===== src/rtl/btn_edge_pkg.sv =====
package btn_edge_pkg;

  localparam int REG_ADDR_W = 2;

  typedef enum logic [REG_ADDR_W-1:0] {
    OFS_LEVEL = 2'd0,
    OFS_DIR   = 2'd1,
    OFS_MASK  = 2'd2,
    OFS_EDGE  = 2'd3
  } reg_ofs_e;

endpackage


===== src/rtl/btn_sync.sv =====
module btn_sync #(
  parameter int WIDTH  = 2,
  parameter int STAGES = 2
) (
  input  logic             clk_i,
  input  logic             rst_ni,
  input  logic [WIDTH-1:0] pins_ni,
  output logic [WIDTH-1:0] level_o,
  output logic [WIDTH-1:0] fall_o
);

  localparam int DEPTH = STAGES + 1;

  logic [WIDTH-1:0] chain_q [DEPTH];
  logic [WIDTH-1:0] chain_d [DEPTH];

  always_comb begin
    chain_d[0] = pins_ni;
    for (int k = 1; k < DEPTH; k++) begin
      chain_d[k] = chain_q[k-1];
    end
  end

  // Idle lines are high, so the chain resets to ones and no fall is seen at release.
  always_ff @(posedge clk_i or negedge rst_ni) begin
    if (!rst_ni) begin
      for (int k = 0; k < DEPTH; k++) chain_q[k] <= '1;
    end else begin
      for (int k = 0; k < DEPTH; k++) chain_q[k] <= chain_d[k];
    end
  end

  assign level_o = chain_q[STAGES-1];
  assign fall_o  = chain_q[STAGES] & ~chain_q[STAGES-1];

endmodule


===== src/rtl/btn_capture.sv =====
module btn_capture #(
  parameter int WIDTH = 2
) (
  input  logic             clk_i,
  input  logic             rst_ni,
  input  logic [WIDTH-1:0] fall_i,
  input  logic [WIDTH-1:0] clr_i,
  input  logic             mask_we_i,
  input  logic [WIDTH-1:0] mask_wdata_i,
  output logic [WIDTH-1:0] cap_o,
  output logic [WIDTH-1:0] mask_o,
  output logic             irq_o
);

  logic [WIDTH-1:0] cap_q, cap_d;
  logic [WIDTH-1:0] mask_q;
  logic             irq_q, irq_d;

  always_comb begin
    // A fall on the same edge as a clear keeps the bit set.
    cap_d = (cap_q & ~clr_i) | fall_i;
    irq_d = |(cap_q & mask_q);
  end

  always_ff @(posedge clk_i or negedge rst_ni) begin
    if (!rst_ni) begin
      cap_q <= '0;
      irq_q <= 1'b0;
    end else begin
      cap_q <= cap_d;
      irq_q <= irq_d;
    end
  end

  always_ff @(posedge clk_i or negedge rst_ni) begin
    if (!rst_ni) begin
      mask_q <= '0;
    end else if (mask_we_i) begin
      mask_q <= mask_wdata_i;
    end
  end

  assign cap_o  = cap_q;
  assign mask_o = mask_q;
  assign irq_o  = irq_q;

  a_r3_fall_sets_bit: assert property (@(posedge clk_i) disable iff (!rst_ni)
    (fall_i != '0) |=> ((cap_q & $past(fall_i)) == $past(fall_i)));

  a_r4_bits_sticky: assert property (@(posedge clk_i) disable iff (!rst_ni)
    (cap_q != '0) |=> (($past(cap_q) & ~$past(clr_i) & ~cap_q) == '0));

  a_r5_clear_takes: assert property (@(posedge clk_i) disable iff (!rst_ni)
    ((clr_i & ~fall_i) != '0) |=> ((cap_q & $past(clr_i & ~fall_i)) == '0));

  a_r7_mask_holds: assert property (@(posedge clk_i) disable iff (!rst_ni)
    !mask_we_i |=> $stable(mask_q));

  a_r7_mask_loads: assert property (@(posedge clk_i) disable iff (!rst_ni)
    mask_we_i |=> (mask_q == $past(mask_wdata_i)));

  a_r8_irq_rises: assert property (@(posedge clk_i) disable iff (!rst_ni)
    ((cap_q & mask_q) != '0) |=> irq_o);

  a_r8_irq_falls: assert property (@(posedge clk_i) disable iff (!rst_ni)
    ((cap_q & mask_q) == '0) |=> !irq_o);

endmodule


===== src/rtl/btn_regif.sv =====
module btn_regif
  import btn_edge_pkg::*;
#(
  parameter int WIDTH = 2,
  parameter int BUS_W = 32
) (
  input  logic                  clk_i,
  input  logic                  rst_ni,
  input  logic [REG_ADDR_W-1:0] addr_i,
  input  logic                  wr_i,
  input  logic [BUS_W-1:0]      wdata_i,
  input  logic                  rd_i,
  input  logic [WIDTH-1:0]      level_i,
  input  logic [WIDTH-1:0]      mask_i,
  input  logic [WIDTH-1:0]      cap_i,
  output logic                  mask_we_o,
  output logic [WIDTH-1:0]      mask_wdata_o,
  output logic [WIDTH-1:0]      clr_o,
  output logic [BUS_W-1:0]      rdata_o,
  output logic                  rvalid_o
);

  reg_ofs_e         ofs;
  logic [BUS_W-1:0] rdata_q, rdata_d;
  logic             rvalid_q;

  assign ofs = reg_ofs_e'(addr_i);

  always_comb begin
    mask_we_o    = wr_i && (ofs == OFS_MASK);
    mask_wdata_o = wdata_i[WIDTH-1:0];
    clr_o        = (wr_i && (ofs == OFS_EDGE)) ? wdata_i[WIDTH-1:0] : '0;
  end

  always_comb begin
    rdata_d = '0;
    case (ofs)
      OFS_LEVEL: rdata_d[WIDTH-1:0] = level_i;
      OFS_MASK:  rdata_d[WIDTH-1:0] = mask_i;
      OFS_EDGE:  rdata_d[WIDTH-1:0] = cap_i;
      default:   rdata_d = '0;
    endcase
  end

  always_ff @(posedge clk_i or negedge rst_ni) begin
    if (!rst_ni) begin
      rdata_q <= '0;
    end else if (rd_i) begin
      rdata_q <= rdata_d;
    end
  end

  always_ff @(posedge clk_i or negedge rst_ni) begin
    if (!rst_ni) rvalid_q <= 1'b0;
    else         rvalid_q <= rd_i;
  end

  generate
    if (BUS_W > WIDTH) begin : g_unused_hi
      logic unused_wdata_hi;
      assign unused_wdata_hi = ^wdata_i[BUS_W-1:WIDTH];
    end
  endgenerate

  assign rdata_o  = rdata_q;
  assign rvalid_o = rvalid_q;

  a_r9_rvalid_follows_rd: assert property (@(posedge clk_i) disable iff (!rst_ni)
    rd_i |=> rvalid_o);

  a_r9_rvalid_single: assert property (@(posedge clk_i) disable iff (!rst_ni)
    !rd_i |=> !rvalid_o);

  a_r10_ro_writes_inert: assert property (@(posedge clk_i) disable iff (!rst_ni)
    (wr_i && ((ofs == OFS_LEVEL) || (ofs == OFS_DIR))) |-> (!mask_we_o && (clr_o == '0)));

endmodule


===== src/rtl/btn_edge_port.sv =====
module btn_edge_port
  import btn_edge_pkg::*;
#(
  parameter int WIDTH       = 2,
  parameter int BUS_W       = 32,
  parameter int SYNC_STAGES = 2
) (
  input  logic                  clk_i,
  input  logic                  rst_ni,
  input  logic [WIDTH-1:0]      pins_ni,
  input  logic [REG_ADDR_W-1:0] bus_addr_i,
  input  logic                  bus_wr_i,
  input  logic [BUS_W-1:0]      bus_wdata_i,
  input  logic                  bus_rd_i,
  output logic [BUS_W-1:0]      bus_rdata_o,
  output logic                  bus_rvalid_o,
  output logic                  irq_o
);

  logic [1:0]       rst_pipe_q;
  logic             rst_int_n;
  logic [WIDTH-1:0] level;
  logic [WIDTH-1:0] fall;
  logic [WIDTH-1:0] cap;
  logic [WIDTH-1:0] mask;
  logic [WIDTH-1:0] clr;
  logic             mask_we;
  logic [WIDTH-1:0] mask_wdata;

  // Reset asserts at once and leaves on a clock edge.
  always_ff @(posedge clk_i or negedge rst_ni) begin
    if (!rst_ni) rst_pipe_q <= '0;
    else         rst_pipe_q <= {rst_pipe_q[0], 1'b1};
  end
  assign rst_int_n = rst_pipe_q[1];

  btn_sync #(.WIDTH(WIDTH), .STAGES(SYNC_STAGES)) u_sync (
    .clk_i   (clk_i),
    .rst_ni  (rst_int_n),
    .pins_ni (pins_ni),
    .level_o (level),
    .fall_o  (fall)
  );

  btn_capture #(.WIDTH(WIDTH)) u_capture (
    .clk_i        (clk_i),
    .rst_ni       (rst_int_n),
    .fall_i       (fall),
    .clr_i        (clr),
    .mask_we_i    (mask_we),
    .mask_wdata_i (mask_wdata),
    .cap_o        (cap),
    .mask_o       (mask),
    .irq_o        (irq_o)
  );

  btn_regif #(.WIDTH(WIDTH), .BUS_W(BUS_W)) u_regif (
    .clk_i        (clk_i),
    .rst_ni       (rst_int_n),
    .addr_i       (bus_addr_i),
    .wr_i         (bus_wr_i),
    .wdata_i      (bus_wdata_i),
    .rd_i         (bus_rd_i),
    .level_i      (level),
    .mask_i       (mask),
    .cap_i        (cap),
    .mask_we_o    (mask_we),
    .mask_wdata_o (mask_wdata),
    .clr_o        (clr),
    .rdata_o      (bus_rdata_o),
    .rvalid_o     (bus_rvalid_o)
  );

endmodule


===== config.mk =====
export PLATFORM = sky130hd
export DESIGN_NAME = btn_edge_port
export DESIGN_NICKNAME = d
export VERILOG_FILES = /design/src/rtl/btn_edge_pkg.sv /design/src/rtl/btn_sync.sv /design/src/rtl/btn_capture.sv /design/src/rtl/btn_regif.sv /design/src/rtl/btn_edge_port.sv
export SDC_FILE = /design/constraint.sdc
export NUM_CORES = 1
export LEC_CHECK = 0
export ABC_AREA = 0
export BUFFER_PORTS_ARGS = -buffer_cell sky130_fd_sc_hd__buf_2
export CORE_MARGIN = 4
export CORE_UTILIZATION = 36
export CTS_CLUSTER_SIZE = 8
export DETAILED_ROUTE_END_ITERATION = 16
export PLACE_DENSITY = 0.78
export SLEW_MARGIN = 20
export SYNTH_ARGS = -nofsm -noshare
export SYNTH_HDL_FRONTEND = slang
export SYNTH_SLANG_ARGS = --single-unit

===== constraint.sdc =====
create_clock -name clk_i -period 0.8 [get_ports clk_i]
set_input_delay 0 -clock clk_i [delete_from_list [all_inputs] [get_ports clk_i]]
set_output_delay 0 -clock clk_i [all_outputs]
set_load 0.02 [all_outputs]

==> results.txt, run 1 <==
Placed Area: 800 µm²
unrepaired setup endpoints after global routing: true
syn_area_per_cell: 12.1 µm²
pin count of the biggest net entering global routing: 13
Final WS setup: -0.0807 ns
first-pass GRT wire length: 1770 µm
count leader, synth: buf_4
Min Hold Slack: 0.0215 ns
LEAKAGE: 0.487 nW
H-tree levels: 1
GPL Wtd Cong: 0.802
number of global-route vias before repair: 407
ANT cells: 0
Worst-path clk slew: 0.09 ns
Detail Route Antenna Nets: 0
CTS tree: built
DIE WIDTH: 55.7 µm
Finished Layout Cells: 120
Net Sw Power: 540 µW
Routed WL per cell: 9.58 µm
DR vias/cell: 3.87
Mapped Cells: 68
share of cells above drive strength 1: 0.337
Placed Instances: 108
Fin. Hold Viols: 0
drt initial violations: 4
Comb pwr share: 0.223
Clock Tree Buf Depth: 2
effective utilization at floorplan: 0.374
internal power: 1.35 mW
dominant synthesized flop cell: dfrtp_1
crit path max fanout: 3
Crit-path slowest cell: dfstp_2
Sw Ratio: 0.285
MaxCap Viol Count: 0
clk_skew: 0.00369 ns
post-route cell area: 936 µm²
synthesized cell area: 820 µm²
Via Count: 464
die height: 55.7 µm
die area: 3100 µm²
Critical Path RT: 0.98 ns
Max Transition Viols Final: 0
asr flop ratio synth: 1.00
fill cell count: 218
Initial DRT Pass Iterations: 2
final HPWL from detailed placement: 936 µm
crit path kind: flop to flop
initial antenna violation count: 0
floorplan row count: 17
FF+latch count, synth: 16
worst path cell trace: inv_2 -> a22o_1
Tcrit/Tclk final: 1.10
Synth area leader: dfrtp_1
clk root buf: clkbuf_4
number of synthesized flops with an enable pin: 0
clock share of power: 0.273
status: complete, but fails checks
Peak Freq: 1140 MHz
CP peak stage delay: 0.56 ns
kind of start point of the critical path: flop
Setup violations, final: 6
Netlist cell types: 14
Final min period: 0.881 ns
hold crit path type: input port to async pin
failing checks: negative setup slack
VDD IR max: 0.00131 V
final-stage net count: 133
Place WS: -0.0779 ns
endpoint type of the worst setup path: flop
PwrDens: 2030 nW/µm²
Arr. time, crit path: 1.06 ns
sequential power share: 0.504
Seq/Total Area, Yosys: 0.498
Ports: 74
I/O Buffers: 13
area added between synthesis and finish: 14.2%
DR DRC count: 0
largest cells by area after synthesis: dfrtp_1, buf_4, dfstp_2, mux2_4, a22o_1
Skew-Pair Late Insertion Delay: 0.28 ns
synth cell count leaders: buf_4, dfrtp_1, dfstp_2
Sink Count: 16
All-Layer GR Usage: 0.0742
Yosys top cell area share: 0.305
core area: 2190 µm²
grt total ovfl: 0
Synthesis Warnings: 0
Routed WL: 1150 µm
number of CTS-inserted buffers: 3
==> critical path, delay by kind of cell, from the launching register on <==
family | cells | cell delay [ns]
flops | 1 | 0.56
buf+inv | 1 | 0.03
compound gates | 1 | 0.19
==> path summary, 6_finish.rpt <==
| kind | slack [ns] | to | from | cells after the start |
|---|---|---|---|---|
| setup / recovery | -0.08 | u_capture.cap_o[1] | u_sync.level_o[1] | 2 |
| hold / removal | 0.02 | rst_pipe_q[0] | rst_ni | 2 |
| setup reg to reg | -0.08 | u_capture.cap_o[1] | u_sync.level_o[1] | 2 |
| hold reg to reg | 0.23 | u_sync.chain_d[3] | rst_pipe_q[1] | 0 |
| max in group asynchronous | 0.33 | u_sync.level_o[0] | rst_pipe_q[1] | 1 |
| min in group clk_i | 0.09 | u_capture.cap_o[1] | bus_addr_i[1] | 3 |
==> area by class of cell <==
| type | count | area (µm²) | area share |
|---|---|---|---|
| clock buffers | 4 | 36.3 | 0.0388 |
| inverters | 4 | 15.0 | 0.0160 |
| multi-input cells | 46 | 269 | 0.287 |
| flip-flops and latches | 16 | 408 | 0.436 |
| well taps | 28 | 35.0 | 0.0374 |
| repair buffers | 22 | 173 | 0.184 |
==> per-layer routing <==
| layer | global-route usage | vias to the layer above | share of wire |
|---|---|---|---|
| met5 | 0 | - | 0 |
| met1 | 0.0704 | 224 | 0.34 |
| met3 | 0.0557 | 0 | 0.14 |
| met2 | 0.135 | 29 | 0.52 |
| li1 | - | 211 | - |
| met4 | 0 | 0 | 0 |
==> power by group through the flow <==
stage / Combinational (mW) / Sequential [mW] / Clock (mW)
final: 0.423 / 0.955 / 0.518
after global routing: 0.452 / 0.964 / 0.583
after CTS: 0.422 / 0.955 / 0.530
after detailed placement: 0.344 / 0.964 / 0
after global placement: 0.339 / 0.956 / 0
after floorplan: 0.333 / 0.995 / 0
==> layout by cell type, fill, tap and decap left out <==
master / instances
clkbuf_8: 1
a22o_1: 3
inv_2: 2
dfrtp_1: 10
buf_6: 4
inv_1: 2
nand4_1: 2
nand3b_4: 1
dlygate4sd3_1: 6
mux2_4: 2
buf_4: 3
clkbuf_4: 3
dfstp_2: 6
conb_1: 31
mux2i_1: 2
o221ai_1: 2
nand4bb_1: 2
nand2_1: 1
buf_2: 9
==> state kept, by name, summed over array words and instances (netlist names) <==
| signal | count |
|---|---|
| rst_pipe_q | 2 |
| u_capture.cap_o | 2 |
| u_capture.mask_o | 2 |
| u_regif.rdata_o | 2 |
| u_sync.chain_d | 2 |
| u_sync.chain_q | 2 |
| u_sync.level_o | 2 |
| u_capture.irq_o | 1 |
| u_regif.rvalid_o | 1 |
==> what timing repair did <==
action,in CTS,in global routing
setup buffers,2,0
resized for setup,9,1
hold endpoints to repair,7,0
pin swaps,1,0
endpoints found under the setup margin,8,10
hold buffers,6,0
==> cells by family (layout without fill, tap and decap cells) <==
family,after synthesis,after routing,synth area share
DFF,16,16,0.498
AOI/OAI and AO/OA,5,5,0.0534
buffers and inverters,35,30,0.307
and+or+nand+nor,6,6,0.0717
muxes,4,4,0.0611
other,2,31,0.00916
==> metrics by stage <==
step,setup TNS [ns],power [mW],util
6_report,-0.227,1.90,0.427
3_3_place_gp,-0.109,1.30,0.365
5_1_grt,-0.513,2.00,0.427
2_1_floorplan,-0.102,1.33,-
3_5_place_dp,-0.155,1.31,0.365
4_1_cts,-0.246,1.91,0.427
Power figures use the tool's default switching activity.
==> run 2, diff against run 1 <==
- MAX_ROUTING_LAYER: unset -> met4
==> run 2 against run 1 <==
  * The flow still finishes with violations (negative setup slack)
  * Wire length is the same
  * Register-to-register slack is essentially flat
  * Clock skew is essentially flat
  * Maximum frequency is essentially flat
  * Sequential power is essentially flat
  * Combinational power is essentially flat
  * Flip-flop and latch count is the same
  * Die area is the same
  * Cell count is the same
  * Critical endpoint unchanged
  * Largest power group unchanged
  * Highest routed layer unchanged
==> results.txt, run 2 (synthesis results as in run 1) <==
Max Transition Viols Final: 0
DR DRC count: 0
failing checks: negative setup slack
final core utilization: 0.427
kind of start point of the critical path: flop
final HPWL from detailed placement: 936 µm
unrepaired setup endpoints after global routing: true
Routed WL per cell: 9.58 µm
Final min period: 0.881 ns
Buf+Inv Stages, Crit Path: 1
crit path kind: flop to flop
Initial DRT Pass Iterations: 2
All-Layer GR Usage: 0.0762
most common cell after layout, fill and taps aside: conb_1
H-tree levels: 1
Top Family by Delay on Critical Path: flip-flops
worst path cell trace: inv_2 -> a22o_1
number of global-route vias before repair: 407
CP peak stage delay: 0.56 ns
Routed WL: 1150 µm
Setup violations, final: 6
hold crit path type: input port to async pin
floorplan row count: 17
die height: 55.7 µm
area added between synthesis and finish: 14.2%
LEAKAGE: 0.487 nW
grt total ovfl: 0
clk root buf: clkbuf_4
number of CTS-inserted buffers: 3
ANT cells: 0
DIE WIDTH: 55.7 µm
Arr. time, crit path: 1.06 ns
drt initial violations: 4
Finished Layout Cells: 120
fill cell count: 218
final-stage net count: 133
MaxCap Viol Count: 0
Via Count: 464
status: complete, but fails checks
initial antenna violation count: 0
die area: 3100 µm²
I/O Buffers: 13
Skew-Pair Late Insertion Delay: 0.28 ns
crit path max fanout: 3
pin count of the biggest net entering global routing: 13
Fin. Hold Viols: 0
endpoint type of the worst setup path: flop
Sink Count: 16
VDD IR max: 0.00131 V
commonest cells after routing, fill and taps aside: conb_1, dfrtp_1, buf_2
Peak Freq: 1140 MHz
share of cells above drive strength 1: 0.337
Final WS setup: -0.0807 ns
PwrDens: 2030 nW/µm²
first-pass GRT wire length: 1770 µm
core area: 2190 µm²
GPL Wtd Cong: 0.813
effective utilization at floorplan: 0.374
Clock Tree Buf Depth: 2
Placed Instances: 108
Ports: 74
clk_skew: 0.00372 ns
Detail Route Antenna Nets: 0
CTS tree: built
Crit-path slowest cell: dfstp_2
Tcrit/Tclk final: 1.10
Worst-path clk slew: 0.09 ns
Critical Path RT: 0.98 ns
DR vias/cell: 3.87
run 2: layout make-up:
class                   count  area [µm²]  area share
flip-flops and latches     16         408       0.436
clock buffers               4        36.3      0.0388
inverters                   4        15.0      0.0160
repair buffers             22         173       0.184
well taps                  28        35.0      0.0374
multi-input cells          46         269       0.287
run 2: through the flow:
step	cell area (µm²)	hold WS, ns	power [mW]	TNS (ns)	setup WS, ns
5_1_grt	936	0.0110	2.00	-0.513	-0.112
6_report	936	0.0215	1.90	-0.227	-0.0807
3_3_place_gp	800	-0.215	1.30	-0.109	-0.0549
3_5_place_dp	800	-0.213	1.31	-0.155	-0.0779
2_1_floorplan	928	-0.296	1.33	-0.102	-0.0512
4_1_cts	936	0.00612	1.91	-0.246	-0.0888
run 2: worst paths after layout:
kind / startpoint / to / slack [ns] / depth (start not counted)
max in group asynchronous: rst_pipe_q[1] / u_sync.level_o[0] / 0.33 / 1
hold reg to reg: rst_pipe_q[1] / u_sync.chain_d[3] / 0.23 / 0
setup reg to reg: u_sync.level_o[1] / u_capture.cap_o[1] / -0.08 / 2
setup / recovery: u_sync.level_o[1] / u_capture.cap_o[1] / -0.08 / 2
hold / removal: rst_ni / rst_pipe_q[0] / 0.02 / 2
min in group clk_i: bus_addr_i[1] / u_capture.cap_o[1] / 0.09 / 3
run 2: routing by layer:
layer	share of wire	GRT usage	up-vias
met1	0.35	0.0733	224
met3	0.13	0.0510	0
met4	0	0	0
met2	0.52	0.135	29
met5	0	-	-
li1	-	-	211
run 2: repair_timing:
action                                 in CTS  in global routing
resized for setup                           9                  1
setup endpoints to repair                   8                 10
endpoints found under the hold margin       7                  0
buffers inserted                            2                  0
hold buffers                                6                  0
pin swaps                                   1                  0
run 2: power by group:
part	leakage, nW	switching [mW]	internal [mW]
combinational	0.289	0.244	0.179
clock	0.0210	0.241	0.277
sequential	0.177	0.0553	0.899
total	0.487	0.540	1.35
